**src/rtl/sa_alu_pkg.sv**
```systemverilog
package sa_alu_pkg;

    typedef enum logic [2:0] {
        OP_ADD  = 3'b000,
        OP_SUB  = 3'b001,
        OP_AND  = 3'b010,
        OP_OR   = 3'b011,
        OP_XOR  = 3'b100,
        OP_NOTA = 3'b101,
        OP_RSV6 = 3'b110,
        OP_RSV7 = 3'b111
    } op_e;

    typedef struct packed {
        logic z;
        logic c;
        logic n;
        logic v;
    } flags_t;

    // Signed overflow from the carries around the sign stage.
    function automatic logic sign_ovf(input logic carry_out, input logic carry_in_msb);
        return carry_out ^ carry_in_msb;
    endfunction

    function automatic logic is_arith(input op_e op);
        return (op == OP_ADD) || (op == OP_SUB);
    endfunction

endpackage

```
**src/rtl/sa_fa_cell.sv**
```systemverilog
module sa_fa_cell (
    input  logic a_i,
    input  logic b_i,
    input  logic c_i,
    output logic s_o,
    output logic c_o
);
    logic half;

    always_comb begin
        half = a_i ^ b_i;
        s_o  = half ^ c_i;
        c_o  = (a_i & b_i) | (c_i & half);
    end
endmodule

```
**src/rtl/sa_addsub_chain.sv**
```systemverilog
module sa_addsub_chain #(
    parameter int WIDTH = 4
) (
    input  logic [WIDTH-1:0] a_i,
    input  logic [WIDTH-1:0] b_i,
    input  logic             sub_i,
    output logic [WIDTH-1:0] sum_o,
    output logic             cout_o,
    output logic             cin_msb_o
);
    logic [WIDTH-1:0] b_eff;
    logic [WIDTH:0]   carry;

    assign b_eff    = b_i ^ {WIDTH{sub_i}};
    assign carry[0] = sub_i;

    for (genvar i = 0; i < WIDTH; i++) begin : g_stage
        sa_fa_cell u_cell (
            .a_i (a_i[i]),
            .b_i (b_eff[i]),
            .c_i (carry[i]),
            .s_o (sum_o[i]),
            .c_o (carry[i+1])
        );
    end

    assign cout_o    = carry[WIDTH];
    assign cin_msb_o = carry[WIDTH-1];
endmodule

```
**src/rtl/sa_bitwise_unit.sv**
```systemverilog
module sa_bitwise_unit #(
    parameter int WIDTH = 4
) (
    input  logic [WIDTH-1:0] a_i,
    input  logic [WIDTH-1:0] b_i,
    output logic [WIDTH-1:0] and_o,
    output logic [WIDTH-1:0] or_o,
    output logic [WIDTH-1:0] xor_o,
    output logic [WIDTH-1:0] nota_o
);
    for (genvar i = 0; i < WIDTH; i++) begin : g_bit
        assign and_o[i]  = a_i[i] & b_i[i];
        assign or_o[i]   = a_i[i] | b_i[i];
        assign xor_o[i]  = a_i[i] ^ b_i[i];
        assign nota_o[i] = ~a_i[i];
    end
endmodule

```
**src/rtl/sa_result_sel.sv**
```systemverilog
module sa_result_sel
    import sa_alu_pkg::*;
#(
    parameter int WIDTH = 4
) (
    input  op_e              op_i,
    input  logic [WIDTH-1:0] sum_i,
    input  logic             cout_i,
    input  logic             cin_msb_i,
    input  logic [WIDTH-1:0] and_i,
    input  logic [WIDTH-1:0] or_i,
    input  logic [WIDTH-1:0] xor_i,
    input  logic [WIDTH-1:0] nota_i,
    output logic [WIDTH-1:0] res_o,
    output flags_t           flags_o
);
    localparam int MSB = WIDTH - 1;

    always_comb begin
        unique case (op_i)
            OP_ADD, OP_SUB: res_o = sum_i;
            OP_AND:         res_o = and_i;
            OP_OR:          res_o = or_i;
            OP_XOR:         res_o = xor_i;
            OP_NOTA:        res_o = nota_i;
            default:        res_o = '0;
        endcase
    end

    always_comb begin
        flags_o.z = ~(|res_o);
        flags_o.n = res_o[MSB];
        flags_o.c = is_arith(op_i) ? cout_i : 1'b0;
        flags_o.v = is_arith(op_i) ? sign_ovf(cout_i, cin_msb_i) : 1'b0;
    end
endmodule

```
**src/rtl/sa_alu.sv**
```systemverilog
module sa_alu
    import sa_alu_pkg::*;
#(
    parameter int WIDTH = 4
) (
    input  logic [WIDTH-1:0] opa_i,
    input  logic [WIDTH-1:0] opb_i,
    input  logic [2:0]       op_sel_i,
    output logic [WIDTH-1:0] res_o,
    output logic             flag_z_o,
    output logic             flag_c_o,
    output logic             flag_n_o,
    output logic             flag_v_o
);
    op_e              op;
    logic             sub_en;
    logic [WIDTH-1:0] sum, and_v, or_v, xor_v, nota_v;
    logic             cout, cin_msb;
    flags_t           flags;

    assign op     = op_e'(op_sel_i);
    assign sub_en = (op == OP_SUB);

    sa_addsub_chain #(.WIDTH(WIDTH)) u_chain (
        .a_i       (opa_i),
        .b_i       (opb_i),
        .sub_i     (sub_en),
        .sum_o     (sum),
        .cout_o    (cout),
        .cin_msb_o (cin_msb)
    );

    sa_bitwise_unit #(.WIDTH(WIDTH)) u_bitwise (
        .a_i    (opa_i),
        .b_i    (opb_i),
        .and_o  (and_v),
        .or_o   (or_v),
        .xor_o  (xor_v),
        .nota_o (nota_v)
    );

    sa_result_sel #(.WIDTH(WIDTH)) u_sel (
        .op_i      (op),
        .sum_i     (sum),
        .cout_i    (cout),
        .cin_msb_i (cin_msb),
        .and_i     (and_v),
        .or_i      (or_v),
        .xor_i     (xor_v),
        .nota_i    (nota_v),
        .res_o     (res_o),
        .flags_o   (flags)
    );

    assign flag_z_o = flags.z;
    assign flag_c_o = flags.c;
    assign flag_n_o = flags.n;
    assign flag_v_o = flags.v;
endmodule

```
**config.mk**
```make
export PLATFORM = sky130hd
export DESIGN_NAME = sa_alu
export DESIGN_NICKNAME = d
export VERILOG_FILES = /design/src/rtl/sa_alu_pkg.sv /design/src/rtl/sa_fa_cell.sv /design/src/rtl/sa_addsub_chain.sv /design/src/rtl/sa_bitwise_unit.sv /design/src/rtl/sa_result_sel.sv /design/src/rtl/sa_alu.sv
export SDC_FILE = /design/constraint.sdc
export NUM_CORES = 1
export LEC_CHECK = 0
export CAP_MARGIN = 15
export CORE_AREA = 2 2 39 41
export DETAILED_ROUTE_END_ITERATION = 10
export DIE_AREA = 0 0 41 43
export PLACE_DENSITY = 0.78
export SLEW_MARGIN = 10
export SYNTH_ARGS = -nofsm -noshare
export SYNTH_HDL_FRONTEND = slang
export SYNTH_SLANG_ARGS = --single-unit
```
**constraint.sdc**
```tcl
create_clock -name vclk -period 6.6
set_input_delay 0.99 -clock vclk [all_inputs]
set_output_delay 0.99 -clock vclk [all_outputs]
set_load 0.05 [all_outputs]
```
# [Word level (Yosys, flattened, before mapping)]
# Index checks and enable logic that the tools add are counted.
[classes] eq_ne=5 muxes=3 bitwise=39 n_reduce_logical=4
[ops] cell="4-bit one-hot mux with 5 select lines" count=1
[ops] cell="1-bit XOR" count=13
[ops] cell="1-bit bitwise AND" count=12
[ops] cell="1-bit OR" count=8
[ops] cell="3-bit by 2-bit == test with 1-bit output, second input constant" count=2
[ops] cell="3-bit == test, second input constant" count=2
[ops] cell="1-bit inverter" count=5
[ops] cell="4-bit OR reduction" count=1
[ops] cell="4-bit XOR" count=1
[ops] cell="3-bit by 1-bit == test with 1-bit output, second input constant" count=1
[ops] cell="3-bit logical NOT" count=1
[ops] cell="1-bit two-way mux" count=2
[ops] cell="2-bit OR reduction" count=1
[ops] cell="1-bit logical OR" count=1
[totals] ff_bits=0 inputBits=11 out_inout_bits=8 wordCells=51

# [Longest topological paths before layout]
# Gate-level depths: netlist of the first run.
[logic_depth] ltp_word=13 ltp_mapped=11 depth_no_buf=10

# [Cells and area by module]
# From an unflattened synthesis of the first run, not the netlist that was laid out.
[unflattened] hier_cells=60 hier_area_um2=544.3
[modules_own_cells] module="sa_result_sel" instances=1 cells_each=31 area_each_um2=271.5 seq_area_each_um2=0.0
[modules_own_cells] module="sa_bitwise_unit" instances=1 cells_each=20 area_each_um2=145.1 seq_area_each_um2=0.0
[modules_own_cells] module="sa_fa_cell" instances=4 cells_each=1 area_each_um2=20.0 seq_area_each_um2=0.0
[modules_own_cells] module="sa_addsub_chain" instances=1 cells_each=4 area_each_um2=35.0 seq_area_each_um2=0.0
[modules_own_cells] module="sa_alu" instances=1 cells_each=1 area_each_um2=12.5 seq_area_each_um2=0.0

# [Worst setup path after synthesis of the first run]
# OpenSTA, ideal clock, no wires.
[synth_path] kind="in2out" start="in op_sel_i[1]" end="out flag_z_o" arrival_time_ns=4.217 required_ns=5.610 slack_ns=1.393 path_stages=10 n_path_buf=1 cell_sequence="buf_2 -> nor3_4 -> xnor2_1 -> fa_1 -> fa_1 -> inv_1 -> fa_1 -> a21oi_1 -> a22oi_2 -> nor4_2"
[synth_between] elab_chain_len=13 word_cells_on_any_way=28 classes_between="eq/ne (5); mux (1); bitwise (19); reduce/logical (3)"
[synth_lines] item="from (decl)" line_no="sa_alu.sv:8" rtl="input logic [2:0] op_sel_i,"
[synth_lines] item="3-bit by 1-bit == test with 1-bit output" line_no="sa_result_sel.sv:20, sa_alu.sv:22"
[synth_lines] item="4-bit XOR" line_no="sa_addsub_chain.sv:14" rtl="assign b_eff = b_i ^ {WIDTH{sub_i}};"
[synth_lines] item="1-bit XOR" line_no="sa_fa_cell.sv:11" rtl="half = a_i ^ b_i;"
[synth_lines] item="1-bit bitwise AND" line_no="sa_fa_cell.sv:13" rtl="c_o = (a_i & b_i) | (c_i & half);"
[synth_lines] item="1-bit OR" line_no="sa_fa_cell.sv:13"
[synth_lines] item="1-bit bitwise AND" line_no="sa_fa_cell.sv:13"
[synth_lines] item="1-bit OR" line_no="sa_fa_cell.sv:13"
[synth_lines] item="1-bit bitwise AND" line_no="sa_fa_cell.sv:13"
[synth_lines] item="1-bit OR" line_no="sa_fa_cell.sv:13"
[synth_lines] item="1-bit XOR" line_no="sa_fa_cell.sv:12" rtl="s_o = half ^ c_i;"
[synth_lines] item="4-bit one-hot mux with 5 select lines *" line_no="sa_result_sel.sv:20" rtl="unique case (op_i)"
[synth_lines] item="net flag_n_o" line_no="sa_alu.sv:12" rtl="output logic flag_n_o,"
[synth_lines] item="4-bit OR reduction *" line_no="sa_result_sel.sv:31" rtl="flags_o.z = ~(|res_o);"
[synth_lines] item="1-bit inverter *" line_no="sa_result_sel.sv:31"
[synth_lines] item="to (decl)" line_no="sa_alu.sv:10" rtl="output logic flag_z_o,"
# The timed path passes the listed nets; every way through them passes the cells marked *.

# [Final worst setup path of the first run]
[layout_path] start="in op_sel_i[1]" end="out flag_z_o"
[layout_between] elab_chain_len=13 word_cells_on_any_way=28 classes_between="eq/ne (5); mux (1); bitwise (19); reduce/logical (3)"
[layout_lines] item="3-bit by 1-bit == test with 1-bit output" line_no="sa_result_sel.sv:20, sa_alu.sv:22"
[layout_lines] item="4-bit XOR" line_no="sa_addsub_chain.sv:14"
[layout_lines] item="1-bit XOR" line_no="sa_fa_cell.sv:11"
[layout_lines] item="1-bit bitwise AND" line_no="sa_fa_cell.sv:13"
[layout_lines] item="1-bit OR" line_no="sa_fa_cell.sv:13"
[layout_lines] item="1-bit bitwise AND" line_no="sa_fa_cell.sv:13"
[layout_lines] item="1-bit OR" line_no="sa_fa_cell.sv:13"
[layout_lines] item="1-bit bitwise AND" line_no="sa_fa_cell.sv:13"
[layout_lines] item="1-bit OR" line_no="sa_fa_cell.sv:13"
[layout_lines] item="1-bit XOR" line_no="sa_fa_cell.sv:12"
[layout_lines] item="4-bit one-hot mux with 5 select lines *" line_no="sa_result_sel.sv:20"
[layout_lines] item="4-bit OR reduction *" line_no="sa_result_sel.sv:31"
[layout_lines] item="1-bit inverter *" line_no="sa_result_sel.sv:31"
# Every way passes the cells marked *; elsewhere a longest branch is shown, timed or not.

==> impl_metrics.csv, run 1 <==
group,metric,value,unit
critical_path,timing.critical_path.from,"op_sel_i[1]",
sta,final.min_clock_period,5.79,ns
routing,finalWirelength,935,um
yosys,synth.top_cell.area_share,20.6,%
routing,post_drt_via_cell_ratio,4.93,
yosys,synth.top_cells.by_count,"sky130_fd_sc_hd__inv_1, sky130_fd_sc_hd__ha_1, sky130_fd_sc_hd__o211ai_1",
finish,multi_input_comb_area,407,um2
yosys,synth_cell_type_count,25,
finish,finalCoreUtilization,48.3,%
finish,layout.cell_area.non_filler,668,um2
critical_path,timing.critical_path.max_delay_family,"buffers and inverters",
grt,grt_overflow_total,0,
critical_path,worstPathRequired,5.61,ns
place,buffer_ports.inserted,19,
die,die_width,41,um
grt,combined_global_route_utilization_of_all_metal_layers,12.2,%
power,vdd.ir_drop.worst,0.0450,mV
critical_path,worst_path_most_repeated_cell,"sky130_fd_sc_hd__fa_1",
outcome,run_status,"complete, no violations",
routing,drt_first_iter_violations,10,
grt,grt_max_degree,14,
sta,total_negative_setup_slacks,0,ns
yosys,most_instantiated_library_cell_after_synthesis,"sky130_fd_sc_hd__inv_1",
routing,drt_drc_violations_left,0,
place,placedInstanceArea,668,um2
die,initial_utilization,35.1,%
die,die_h,43,um
place,routabilityCongestion,0.780,
yosys,netlist.top_cell.by_area,"sky130_fd_sc_hd__ha_1",
critical_path,critical_path.startpoint_type,"input pin",
yosys,syn-instance-count,60,
yosys,mappedNetlistArea,485,um2
critical_path,critPathMaxStageDelay,0.83,ns
grt,via_count_of_the_first_global_routing_pass,390,
finish,final_layout_size_suffix_gt1_share,10.5,%
yosys,yosys_warnings,0,
die,area_of_the_die,1760,um2
grt,busiest_layer,"met2",
critical_path,critPathCapture,"flag_z_o",
finish,fillers,142,
min_path,hold_path.class,"in2out",
grt,grt_util_met1,17.5,%
finish,design.seq.count,0,
sta,hold-worst-slack,3.42,ns
routing,routed_via_count,454,
critical_path,crit_type,"in2out",
clock_network,post-cts-setup-buffer-count,0,
sta,timing_worst_slew_pin_value,0.500,ns
sta,timing_max_transition_violations_final,0,
grt,use_met3,0.524,%
grt,grt_first_pass_wirelength,1600,um
routing,drtPass1Iterations,4,
place,dp_hpwl,824,um
critical_path,endpoint_kind,"output port",
yosys,syn_avg_cell_area,8.09,um2
routing,postRouteAntennaNets,0,
die,io-pin-count,19,
clock_network,post_cts_resize_count,0,
finish,regArea,0,um2
critical_path,critPathArrivalTime,4.80,ns
sta,finalHoldViolCount,0,
finish,diodes,0,
power,static-leakage-power,0.289,nW
routing,wl_per_cell,10.2,um
yosys,postSynthNetCount,82,
clock_network,cts-hold-fix-buffers,0,
die,core_area,1380,um2
power,power-per-cell-area,102,nW/um2
yosys,synth_seq_area_share,0,%
finish,nClkBuffers,0,
sta,setup_violation_total_in_the_final_timing_report,0,
sta,maxSlewHeadroom,66.6,%
critical_path,crit_chain,"clkdlybuf4s50_1 > nor3_4 > xnor2_1 > fa_1 > fa_1 > inv_1 > fa_1 > a21oi_1 > a22oi_2 > nor4_2 > clkdlybuf4s50_1",
critical_path,cp_slowest_cell,"sky130_fd_sc_hd__clkdlybuf4s50_1",
grt,met2_track_demand_over_resource_in_global_routing,20.6,%
die,number_of_core_rows,14,
critical_path,cp_num_buf_inv,3,
finish,flow.area_growth_from_synthesis,37.6,%
critical_path,critical_path.max_fanout,11,
grt,antenna_found_initial,0,
sta,max_clock_freq,0.173,GHz
sta,unrepaired_setup_endpoints_after_global_routing,"no",
critical_path,critical_path_cell_count,11,
finish,finalNetCount,100,
yosys,synth_top_cells_by_area,"sky130_fd_sc_hd__ha_1, sky130_fd_sc_hd__fa_1, sky130_fd_sc_hd__o211ai_1, sky130_fd_sc_hd__inv_1, sky130_fd_sc_hd__xnor2_1",
flow_run,cap_violations,0,
sta,final.period_utilization,87.8,%
[layout by cell type, fill, tap and decap left out]
| master | Yosys | routed |
|---|---|---|
| sky130_fd_sc_hd__clkdlybuf4s50_1 | 0 | 19 |
| sky130_fd_sc_hd__nor3b_1 | 1 | 1 |
| sky130_fd_sc_hd__inv_1 | 10 | 10 |
| sky130_fd_sc_hd__a21oi_1 | 1 | 1 |
| sky130_fd_sc_hd__mux2i_1 | 2 | 2 |
| sky130_fd_sc_hd__o221ai_1 | 1 | 1 |
| sky130_fd_sc_hd__a31oi_1 | 1 | 1 |
| sky130_fd_sc_hd__nand2_2 | 2 | 2 |
| sky130_fd_sc_hd__nor2_1 | 3 | 3 |
| sky130_fd_sc_hd__xnor2_1 | 3 | 3 |
| sky130_fd_sc_hd__ha_1 | 8 | 8 |
| sky130_fd_sc_hd__a22oi_2 | 2 | 2 |
| sky130_fd_sc_hd__nand2_1 | 5 | 5 |
| sky130_fd_sc_hd__buf_4 | 1 | 1 |
| sky130_fd_sc_hd__nor2b_1 | 1 | 1 |
| sky130_fd_sc_hd__o211ai_1 | 6 | 6 |
| sky130_fd_sc_hd__nor4_2 | 1 | 1 |
| sky130_fd_sc_hd__fa_1 | 3 | 3 |
| sky130_fd_sc_hd__or2_1 | 1 | 1 |
| sky130_fd_sc_hd__nor3_1 | 1 | 1 |
| sky130_fd_sc_hd__xor2_1 | 1 | 1 |
| sky130_fd_sc_hd__nor3_4 | 1 | 1 |
| sky130_fd_sc_hd__inv_4 | 1 | 1 |
| sky130_fd_sc_hd__o21ai_1 | 1 | 1 |
[final cells by class]
cell class	count	share of cell area [%]
Multi-Input combinational cell	45	60.9
Tap cell	16	3.00
Inverter	11	6.55
Timing Repair Buffer	20	29.6
[cells by family (layout without fill, tap and decap cells)]
family	after synthesis	after routing	share of synthesized area [%]
AOI/OAI and AO/OA	12	12	19.6
xor gates and xnor gates	4	4	7.22
adders and majority gates	11	11	33.0
buffers and inverters	15	31	16.2
muxes	2	2	4.12
and+or+nand+nor	16	16	19.8
[layer usage]
metal,routed length (um),vias to the layer above
li1,-,231
met1,406,213
met2,483,10
met3,44,0
met4,0,0
met5,0,-
[worst min-delay path by stage]
| stage | start | to | slack, ns | cells after the start |
|---|---|---|---|---|
| after CTS | opa_i[2] | res_o[2] | 3.44 | 5 |
| final | opa_i[2] | res_o[2] | 3.42 | 5 |
| after detailed placement | opa_i[2] | res_o[2] | 3.44 | 5 |
| after global routing | opa_i[2] | res_o[2] | 3.51 | 5 |
| after floorplan | opa_i[2] | res_o[2] | 2.29 | 3 |
| after global placement | opa_i[2] | res_o[2] | 3.43 | 5 |
[metrics by stage]
| stage | cells | setup slack [ns] | power, mW |
|---|---|---|---|
| after global routing | 92 | 0.598 | 0.0741 |
| after detailed placement | 92 | 0.802 | 0.0687 |
| after CTS | 92 | 0.797 | 0.0689 |
| after floorplan | 60 | 1.39 | 0.0479 |
| after global placement | 92 | 0.854 | 0.0680 |
| final | 92 | 0.806 | 0.0683 |
[report_power, final]
group / total, mW / switching (mW) / leakage (nW) / internal (mW)
Clock: 0 / 0 / 0 / 0
Sequential: 0 / 0 / 0 / 0
Combinational: 0.0683 / 0.0408 / 0.289 / 0.0274
Power figures use the tool's default switching activity.
==> run 2, diff against run 1 <==
clock period = 6.5 ns   (was 6.6 ns; I/O delays follow)
==> impl_metrics.csv, run 2 (synthesis gave the netlist of run 1 again) <==
group,metric,value,unit
outcome,run_status,"complete, no violations",
sta,unrepaired_setup_endpoints_after_global_routing,"no",
finish,diodes,0,
sta,final.min_clock_period,5.80,ns
grt,combined_global_route_utilization_of_all_metal_layers,13.1,%
sta,setup_violation_total_in_the_final_timing_report,0,
finish,regArea,0,um2
die,io-pin-count,19,
min_path,hold_depth,5,
flow_run,cap_violations,0,
finish,design.seq.count,0,
power,power_consumption,0.0696,mW
finish,fillers,146,
die,core_area,1380,um2
die,die_h,43,um
sta,max_clock_freq,0.173,GHz
die,initial_utilization,35.1,%
min_path,timing.hold.worst_endpoint,"res_o[2]",
sta,timing_worst_slew_pin_value,0.500,ns
die,die_width,41,um
grt,grt_first_pass_wirelength,1730,um
finish,most-common-layout-cells,"sky130_fd_sc_hd__clkdlybuf4s50_1, sky130_fd_sc_hd__inv_1, sky130_fd_sc_hd__ha_1",
routing,drt_drc_violations_left,0,
power,power-per-cell-area,104,nW/um2
power,power.share.clock,0,%
power,vdd.ir_drop.worst,0.0367,mV
clock_network,post_cts_resize_count,0,
min_path,hold_path.class,"in2out",
critical_path,cp_num_buf_inv,3,
finish,finalCoreUtilization,48.3,%
routing,drt_first_iter_violations,4,
finish,finalNetCount,100,
power,p_switching,0.0417,mW
power,p_int,0.0279,mW
critical_path,crit_chain,"clkdlybuf4s50_1 > nor3_4 > xnor2_1 > fa_1 > fa_1 > inv_1 > fa_1 > a21oi_1 > a22oi_2 > nor4_2 > clkdlybuf4s50_1",
finish,flow.area_growth_from_synthesis,37.6,%
routing,post_drt_via_cell_ratio,4.88,
power,switching_share,59.9,%
routing,finalWirelength,955,um
power,seq_power_share,0,%
grt,grt_overflow_total,0,
sta,finalHoldViolCount,0,
die,area_of_the_die,1760,um2
place,routabilityCongestion,0.778,
finish,layout.cell_area.non_filler,668,um2
critical_path,endpoint_kind,"output port",
critical_path,critPathMaxStageDelay,0.83,ns
grt,grt_max_degree,14,
sta,maxSlewHeadroom,66.6,%
grt,grt_util_met1,19.6,%
routing,wl_per_cell,10.4,um
place,buffer_ports.inserted,19,
sta,timing_max_transition_violations_final,0,
clock_network,cts-hold-fix-buffers,0,
grt,busiest_layer,"met2",
critical_path,critical_path.startpoint_type,"input pin",
critical_path,timing.critical_path.max_delay_family,"buffers and inverters",
die,number_of_core_rows,14,
sta,hold-worst-slack,3.40,ns
min_path,hp-start,"opa_i[2]",
finish,most_frequent_standard_cell_in_the_layout_excluding_fill_and_tap_cells,"sky130_fd_sc_hd__clkdlybuf4s50_1",
grt,met2_track_demand_over_resource_in_global_routing,21.9,%
critical_path,worst_path_most_repeated_cell,"sky130_fd_sc_hd__fa_1",
routing,drtPass1Iterations,4,
grt,via_count_of_the_first_global_routing_pass,423,
clock_network,post-cts-setup-buffer-count,0,
critical_path,critical_path.max_fanout,11,
routing,routed_via_count,449,
critical_path,timing.critical_path.from,"op_sel_i[1]",
place,placedInstanceArea,668,um2
critical_path,cp_slowest_cell,"sky130_fd_sc_hd__clkdlybuf4s50_1",
grt,antenna_found_initial,0,
finish,final_layout_size_suffix_gt1_share,10.5,%
grt,use_met3,0,%
critical_path,crit_type,"in2out",
routing,postRouteAntennaNets,0,
sta,total_negative_setup_slacks,0,ns
finish,nClkBuffers,0,
power,static-leakage-power,0.289,nW
critical_path,critPathArrivalTime,4.82,ns
sta,final.period_utilization,89.2,%
power,comb_power_share,100.0,%
critical_path,worstPathRequired,5.52,ns
place,dp_hpwl,835,um
run 2: cell counts in the layout (fill, tap and decap cells not counted):
Identical to the previous run, type by type.
run 2: power groups by stage:
stage          sequential, mW  clock [mW]  combinational (mW)
2_1_floorplan               0           0              0.0487
3_3_place_gp                0           0              0.0691
3_5_place_dp                0           0              0.0699
4_1_cts                     0           0              0.0702
5_1_grt                     0           0              0.0758
6_report                    0           0              0.0696
run 2: how the worst max path moves through the flow:
stage	slack, ns	cells past startpoint	endpoint
after floorplan	1.32	10	flag_z_o
after global placement	0.79	11	flag_z_o
after detailed placement	0.68	11	flag_z_o
after CTS	0.70	11	flag_z_o
after global routing	0.53	11	flag_z_o
final	0.70	11	flag_z_o
run 2: metal layers:
metal | routed length (um) | vias up
li1 | - | 231
met5 | 0 | -
met4 | 0 | 0
met3 | 46 | 0
met1 | 450 | 208
met2 | 458 | 10
run 2: tightest hold or removal path: cells and delay by family:
kind	cells	cell delay [ns]
AOI/OAI and AO/OA	2	0.17
buffers and inverters	2	1.21
and+or+nand+nor	1	0.06
run 2: area by class of cell:
cell class,instances,area [um2],area share [%]
inverters,11,43.8,6.55
multi-input cells,45,407,60.9
well taps,16,20.0,3.00
repair buffers,20,198,29.6
run 2: stage by stage:
step                cells  worst slack (ns)
finish                 92             0.703
global route           92             0.533
CTS                    92             0.696
detailed placement     92             0.685
global placement       92             0.787
floorplan              60              1.32
